### src/rtl/mdio_mst_pkg.sv
// Shared constants and types for the MDIO management master.
// Assumes a 64-bit management frame with a 32-bit preamble.
package mdio_mst_pkg;

    localparam int REG_W      = 32;
    localparam int DATA_W     = 16;
    localparam int FRAME_BITS = 64;
    localparam int IDX_W      = $clog2(FRAME_BITS);
    localparam int TA_IDX     = 46;   // first turnaround bit
    localparam int DATA_IDX   = 48;   // first data bit

    localparam logic [7:0] OFS_ADDR  = 8'h44;
    localparam logic [7:0] OFS_WDATA = 8'h48;
    localparam logic [7:0] OFS_RDATA = 8'h4C;
    localparam logic [7:0] OFS_CMD   = 8'h50;

    localparam int OP_BIT    = 0;
    localparam int START_BIT = 8;
    localparam int BUSY_BIT  = 16;

    typedef enum logic {
        OP_READ  = 1'b0,
        OP_WRITE = 1'b1
    } mdio_op_e;

    typedef struct packed {
        logic [4:0]        phy;
        logic [4:0]        regn;
        logic [DATA_W-1:0] wdata;
        mdio_op_e          op;
    } mdio_req_t;

endpackage

### src/rtl/mdio_clk_div.sv
// MDC generator. It runs only while a frame is active and otherwise holds
// MDC low. It toggles every HALF system clocks and flags the clock edge at
// which MDC rises or falls.
// Assumes HALF >= 1.
module mdio_clk_div #(
    parameter int HALF = 10
) (
    input  logic clk,
    input  logic rst_n,
    input  logic run,
    output logic mdc,
    output logic rise_evt,
    output logic fall_evt
);
    localparam int CNT_W = (HALF > 1) ? $clog2(HALF) : 1;
    localparam logic [CNT_W-1:0] CNT_MAX = CNT_W'(HALF - 1);

    logic [CNT_W-1:0] cnt_q;
    logic             mdc_q;
    logic             wrap;

    assign wrap     = run && (cnt_q == CNT_MAX);
    assign rise_evt = wrap && !mdc_q;
    assign fall_evt = wrap && mdc_q;
    assign mdc      = mdc_q;

    // Half-period counter and MDC toggle, held at zero while idle.
    always_ff @(posedge clk) begin
        if (!rst_n || !run) begin
            cnt_q <= '0;
            mdc_q <= 1'b0;
        end else if (wrap) begin
            cnt_q <= '0;
            mdc_q <= ~mdc_q;
        end else begin
            cnt_q <= cnt_q + 1'b1;
        end
    end


    wire unused_chk_dummy = 1'b0;
    half_len_chk: assert property (@(posedge clk) disable iff (!rst_n)
        (run && $past(run) && $rose(mdc_q)) |-> (cnt_q == '0));

endmodule

### src/rtl/mdio_frame_eng.sv
// Frame sequencer. It latches a request on start, walks 64 bit slots
// advanced on MDC falling edges, drives or releases MDIO per slot, shifts
// read data in on MDC rising edges and commits it when a read frame ends.
// Assumes rise_evt/fall_evt come from a divider that runs while busy is high.
module mdio_frame_eng
    import mdio_mst_pkg::*;
(
    input  logic              clk,
    input  logic              rst_n,
    input  logic              start,
    input  mdio_req_t         req,
    input  logic              rise_evt,
    input  logic              fall_evt,
    input  logic              mdc,
    input  logic              mdio_i,
    output logic              busy,
    output logic              mdio_o,
    output logic              mdio_oe,
    output logic [DATA_W-1:0] rdata
);
    logic              busy_q;
    logic [IDX_W-1:0]  idx_q;
    logic [31:0]       body_q;
    logic              rd_q;
    logic [DATA_W-1:0] cap_q;
    logic [DATA_W-1:0] rdata_q;
    logic              is_rd;

    assign is_rd = (req.op == OP_READ);

    // Slot sequencing, request latch, capture and commit.
    always_ff @(posedge clk) begin
        if (!rst_n) begin
            busy_q  <= 1'b0;
            idx_q   <= '0;
            body_q  <= '0;
            rd_q    <= 1'b0;
            cap_q   <= '0;
            rdata_q <= '0;
        end else if (start && !busy_q) begin
            busy_q <= 1'b1;
            idx_q  <= '0;
            rd_q   <= is_rd;
            cap_q  <= '0;
            body_q <= {2'b01, (is_rd ? 2'b10 : 2'b01), req.phy, req.regn,
                       (is_rd ? 2'b11 : 2'b10),
                       (is_rd ? {DATA_W{1'b1}} : req.wdata)};
        end else if (busy_q) begin
            if (rise_evt && rd_q && (idx_q >= IDX_W'(DATA_IDX)))
                cap_q <= {cap_q[DATA_W-2:0], mdio_i};
            if (fall_evt) begin
                if (idx_q == IDX_W'(FRAME_BITS - 1)) begin
                    busy_q <= 1'b0;
                    if (rd_q)
                        rdata_q <= cap_q;
                end else begin
                    idx_q <= idx_q + 1'b1;
                end
            end
        end
    end

    // Pin values for the current slot: preamble ones, then the body MSB first.
    always_comb begin
        mdio_o  = busy_q && (!idx_q[IDX_W-1] || body_q[~idx_q[4:0]]);
        mdio_oe = busy_q && !(rd_q && (idx_q >= IDX_W'(TA_IDX)));
    end

    assign busy  = busy_q;
    assign rdata = rdata_q;


    out_hold_chk: assert property (@(posedge clk) disable iff (!rst_n)
        (mdc && $past(mdc)) |-> ($stable(mdio_o) && $stable(mdio_oe)));


    rdata_hold_chk: assert property (@(posedge clk) disable iff (!rst_n)
        $stable(busy_q) |-> $stable(rdata_q));

endmodule

### src/rtl/mdio_csr.sv
// Register port. It holds the address and write-data words and the access
// code, decodes a start request and returns read data for the current
// offset. Offsets not decoded read 0.
// Assumes a single-cycle write strobe and a combinational read.
module mdio_csr
    import mdio_mst_pkg::*;
#(
    parameter int ADDR_W = 8
) (
    input  logic              clk,
    input  logic              rst_n,
    input  logic [ADDR_W-1:0] bus_addr,
    input  logic              bus_wen,
    input  logic [REG_W-1:0]  bus_wdata,
    output logic [REG_W-1:0]  bus_rdata,
    input  logic              busy,
    input  logic [DATA_W-1:0] rdata,
    output logic              start,
    output mdio_req_t         req
);
    logic [15:0]       addr_q;
    logic [DATA_W-1:0] wdat_q;
    logic              op_q;
    logic              hit_addr, hit_wdat, hit_rdat, hit_cmd;

    assign hit_addr = (bus_addr == ADDR_W'(OFS_ADDR));
    assign hit_wdat = (bus_addr == ADDR_W'(OFS_WDATA));
    assign hit_rdat = (bus_addr == ADDR_W'(OFS_RDATA));
    assign hit_cmd  = (bus_addr == ADDR_W'(OFS_CMD));

    // Software-writable words; a command write while busy is dropped.
    always_ff @(posedge clk) begin
        if (!rst_n) begin
            addr_q <= '0;
            wdat_q <= '0;
            op_q   <= 1'b0;
        end else if (bus_wen) begin
            if (hit_addr) addr_q <= bus_wdata[15:0];
            if (hit_wdat) wdat_q <= bus_wdata[DATA_W-1:0];
            if (hit_cmd && !busy) op_q <= bus_wdata[OP_BIT];
        end
    end

    // Start request and the request fields that go with it.
    always_comb begin
        start     = bus_wen && hit_cmd && bus_wdata[START_BIT] && !busy;
        req.phy   = addr_q[12:8];
        req.regn  = addr_q[4:0];
        req.wdata = wdat_q;
        req.op    = mdio_op_e'(bus_wdata[OP_BIT]);
    end

    // Read mux for the current offset.
    always_comb begin
        bus_rdata = '0;
        if (hit_addr) bus_rdata[15:0] = addr_q;
        if (hit_wdat) bus_rdata[DATA_W-1:0] = wdat_q;
        if (hit_rdat) bus_rdata[DATA_W-1:0] = rdata;
        if (hit_cmd) begin
            bus_rdata[OP_BIT]   = op_q;
            bus_rdata[BUSY_BIT] = busy;
        end
    end


    busy_cmd_ign_chk: assert property (@(posedge clk) disable iff (!rst_n)
        (bus_wen && hit_cmd && busy) |=> $stable(op_q));

endmodule

### src/rtl/mdio_mgmt_ctrl.sv
// Top of the MDIO management master: register port, MDC divider and frame
// sequencer. MDIO is split into output, enable and input for the pad ring.
// Assumes CLK_HALF system clocks per MDC half period (10 at 50 MHz -> 2.5 MHz).
module mdio_mgmt_ctrl
    import mdio_mst_pkg::*;
#(
    parameter int ADDR_W   = 8,
    parameter int CLK_HALF = 10
) (
    input  logic              clk,
    input  logic              rst_n,
    input  logic [ADDR_W-1:0] bus_addr,
    input  logic              bus_wen,
    input  logic [31:0]       bus_wdata,
    output logic [31:0]       bus_rdata,
    output logic              mdc,
    output logic              mdio_o,
    output logic              mdio_oe,
    input  logic              mdio_i
);
    localparam int FRAME_CYC = 2 * FRAME_BITS * CLK_HALF;
    localparam int BC_W      = $clog2(FRAME_CYC + 1);

    logic              busy, start, rise_evt, fall_evt;
    logic [DATA_W-1:0] rdata;
    mdio_req_t         req;

    mdio_csr #(.ADDR_W(ADDR_W)) u_csr (
        .clk(clk), .rst_n(rst_n), .bus_addr(bus_addr), .bus_wen(bus_wen),
        .bus_wdata(bus_wdata), .bus_rdata(bus_rdata), .busy(busy),
        .rdata(rdata), .start(start), .req(req)
    );

    mdio_clk_div #(.HALF(CLK_HALF)) u_div (
        .clk(clk), .rst_n(rst_n), .run(busy), .mdc(mdc),
        .rise_evt(rise_evt), .fall_evt(fall_evt)
    );

    mdio_frame_eng u_eng (
        .clk(clk), .rst_n(rst_n), .start(start), .req(req),
        .rise_evt(rise_evt), .fall_evt(fall_evt), .mdc(mdc), .mdio_i(mdio_i),
        .busy(busy), .mdio_o(mdio_o), .mdio_oe(mdio_oe), .rdata(rdata)
    );

    // Busy-window length counter used only by the checks below.
    logic [BC_W-1:0] busy_cyc;
    always_ff @(posedge clk) begin
        if (!rst_n || !busy) busy_cyc <= '0;
        else                 busy_cyc <= busy_cyc + 1'b1;
    end


    start_rise_chk: assert property (@(posedge clk) disable iff (!rst_n)
        $rose(busy) |-> $past(start));


    busy_len_chk: assert property (@(posedge clk) disable iff (!rst_n)
        $fell(busy) |-> (busy_cyc == BC_W'(FRAME_CYC)));


    idle_pins_chk: assert property (@(posedge clk) disable iff (!rst_n)
        !busy |-> (!mdc && !mdio_oe));


    reset_state_chk: assert property (@(posedge clk)
        !rst_n |=> (!busy && !mdc && !mdio_oe));

endmodule

### config.mk
export PLATFORM = sky130hd
export DESIGN_NAME = mdio_mgmt_ctrl
export DESIGN_NICKNAME = d
export VERILOG_FILES = /design/src/rtl/mdio_mst_pkg.sv /design/src/rtl/mdio_clk_div.sv /design/src/rtl/mdio_frame_eng.sv /design/src/rtl/mdio_csr.sv /design/src/rtl/mdio_mgmt_ctrl.sv
export SDC_FILE = /design/constraint.sdc
export NUM_CORES = 1
export LEC_CHECK = 0
export CELL_PAD_IN_SITES_DETAIL_PLACEMENT = 1
export CELL_PAD_IN_SITES_GLOBAL_PLACEMENT = 1
export CORE_ASPECT_RATIO = 1.1
export CORE_MARGIN = 4
export CORE_UTILIZATION = 40
export DETAILED_ROUTE_END_ITERATION = 10
export DONT_BUFFER_PORTS = 1
export PLACE_DENSITY = 0.8
export SYNTH_ARGS = -nofsm -noshare
export SYNTH_HDL_FRONTEND = slang
export SYNTH_SLANG_ARGS = --single-unit
### constraint.sdc
create_clock -name clk -period 2.1 [get_ports clk]
set_input_delay 0.42 -clock clk [delete_from_list [all_inputs] [get_ports clk]]
set_output_delay 0.42 -clock clk [all_outputs]
set_load 0.005 [all_outputs]
==> impl_metrics.json <==
{
  "antenna_found_initial": 0,
  "core_area_sq_um": 11600,
  "diodes": 0,
  "maxCapViolations": 0,
  "finalSetupViolations": 11,
  "cts_root_buf": "clkbuf_16",
  "nNetsFinal": 580,
  "syn_to_final_growth_pct": 14.2,
  "routed_wl_um": 12900,
  "synth_top_family_by_area": "simple AND/OR/NAND/NOR gates",
  "worstSetupStartpointType": "register",
  "dpl.hpwl_um": 9010,
  "synth_flop_cell": "dfxtp_1",
  "synth_warnings": 0,
  "syn_area_sq_um": 4790,
  "drtAntennaViolNets": 0,
  "drive_above_1_share_pct": 19.6,
  "drv_slew": 0,
  "fin_worst_skew_ns": 0.00797,
  "violations": "negative setup slack",
  "cts_buffers": 9,
  "hold_path_class": "input pin to register",
  "p_leak_nw": 1.99,
  "end_kind": "output pin",
  "fin_util_pct": 47.2,
  "wl_met3_um": 581,
  "synthCells": 532,
  "setup_slack_ns": -0.161,
  "cts_tree": "built",
  "synth_top_area_cell": "dfxtp_1",
  "routed-wl-met2_um": 6880,
  "worstPathMaxFanout": 4,
  "avgSynthCellArea_sq_um": 9.01,
  "synth_seq_area_share_pct": 44.3,
  "vias": 3760,
  "crit_arrival_ns": 1.84,
  "maxSlewHeadroom_pct": 63.2,
  "rsz0062_at_grt": "true",
  "grt_max_degree": 50,
  "die_width_um": 112,
  "fmax_mhz": 442,
  "boundaryPins": 79,
  "powerDensity_nw_per_um2": 704,
  "drt_iter0_markers": 150,
  "wire_per_inst_um": 18.8,
  "placementRows": 41,
  "outcome": "complete, but fails checks",
  "worstPathRequired_ns": 1.68,
  "synth.top_cell.area_share_pct": 44.3,
  "path_clk_slew_ns": 0.07,
  "port_buffers": 0,
  "die_h_um": 123,
  "pre_cts_slack_ns": -0.0862,
  "synth.distinct_cells": 56,
  "cts_max_level": 3,
  "grt_usage_pct": 19.2,
  "synth-simple-area-share_pct": 19.8,
  "async_flop_share_pct": 0,
  "clockBufferDepth": 2,
  "drt-met1-wl_um": 5140,
  "grt_overflow": 0,
  "viasPerCell": 5.47,
  "clk_latency_ns": 0.36,
  "synth_mux_area_share_pct": 13.8,
  "drc": 0,
  "final_common_cell": "dfxtp_1",
  "synth-edff-count": 0,
  "layout_common_cells": "dfxtp_1, nand2_1, nor2_1",
  "period_share_pct": 108,
  "synth_seq_cells": 106,
  "synth_fa_ha_area_share_pct": 1.04,
  "clock_sinks": 106,
  "die_area_sq_um": 13800,
  "synthTopCellsByArea": "dfxtp_1, mux2i_1, nand2_1",
  "grt_pass1_wl_um": 20800,
  "gp_congestion": 0.814,
  "synth_compound_area_share_pct": 13.1,
  "start_util_pct": 41.3,
  "fin_crit_ns": 2.26,
  "crit_type": "register to output pin",
  "first_global_vias": 3991,
  "drt_pre_antenna_iters": 4,
  "whs_ns": 0.148,
  "worst_slew_pin_slew_ns": 0.552,
  "hold_viol_final": 0,
  "highest_layer": "met4",
  "ir_worst_vdd_uv": 358,
  "synth_xor_area_share_pct": 1.28
}
==> synthesized netlist by cell type, types with 11 or more instances <==
cell / count
dfxtp_1: 106
mux2i_1: 38
nor2_1: 60
a22o_1: 11
nor2b_1: 21
buf_4: 19
clkbuf_1: 20
mux2_2: 17
a21oi_1: 33
o21ai_0: 13
nand2_1: 92
a22oi_1: 18
==> state kept, by name (all words and copies together), names as in the netlist <==
name / count
u_csr.addr_q: 16
u_csr.op_q: 1
u_csr.wdat_q: 16
u_div.cnt_q: 4
u_div.mdc: 1
u_eng.body_q: 29
u_eng.busy: 1
u_eng.cap_q: 16
u_eng.idx_q: 6
u_eng.rdata: 16
==> final timing paths <==
kind                            depth (start not counted)  slack, ns          endpoint            start
worst min register to register                          2       0.45   u_eng.rdata[10]  u_eng.rdata[10]
worst max-delay path                                    5      -0.16            mdio_o   u_eng.idx_q[0]
worst max register to register                          7       0.13    u_eng.idx_q[5]   u_eng.idx_q[0]
worst min-delay path                                    1       0.15  u_eng.body_q[29]     bus_wdata[0]
==> per-stage QoR <==
| stage | power [mW] | setup TNS (ns) | std cells | cell area (sq um) |
|---|---|---|---|---|
| final | 3.85 | -0.312 | 687 | 5470 |
| after global placement | 2.15 | -0.640 | 666 | 5040 |
| after global routing | 3.97 | -0.608 | 687 | 5470 |
| after CTS | 3.88 | -0.246 | 684 | 5440 |
| after detailed placement | 2.15 | -0.858 | 666 | 5040 |
| after floorplan | 2.16 | -0.359 | 546 | 4950 |
==> cells by family (layout without fill, tap and decap cells) <==
family,after synthesis,count (layout)
mux,59,59
fa+ha+maj,4,4
flops,106,106
other cells,1,15
compound gates,93,93
simple gates,205,205
xor+xnor,7,7
buf+inv,57,48
==> power breakdown <==
part           leakage, nW  switching [mW]  internal (mW)
clock network        0.142           0.787          0.965
logic                0.988          0.0610         0.0339
registers            0.855        0.000881           2.01
total                 1.99           0.849           3.01
==> layout make-up <==
cell class                 count  area [sq um]
inverter                       6          22.5
fill                        1371          6120
timing repair buffer          26           282
sequential                   106          2130
multi-input combinational    383          2550
tap                          150           188
clock inverter                 5          62.6
clock buffer                  11           243
==> worst max-delay path, cell delays in order (launching register included) <==
cell and delay (ns):
dfxtp_4 0.38, mux4_2 0.50, nor2b_1 0.16, nor3_1 0.08, o21bai_1 0.20, a41oi_2 0.17
==> repair_timing <==
item | in CTS | in global routing
resized for setup | 21 | 4
hold endpoints to repair | 0 | 0
pin swaps | 3 | 6
buffers inserted | 2 | 3
endpoints found under the setup margin | 16 | 17
hold buffers | 0 | 0
==> metal layers <==
metal | vias to the layer above | track usage, %
met3 | 23 | 4.09
li1 | 1786 | -
met2 | 61 | 34.9
met1 | 1890 | 21.6
met4 | 0 | 8.26
met5 | - | 0
Note: power is estimated with default switching activity, not from simulation.
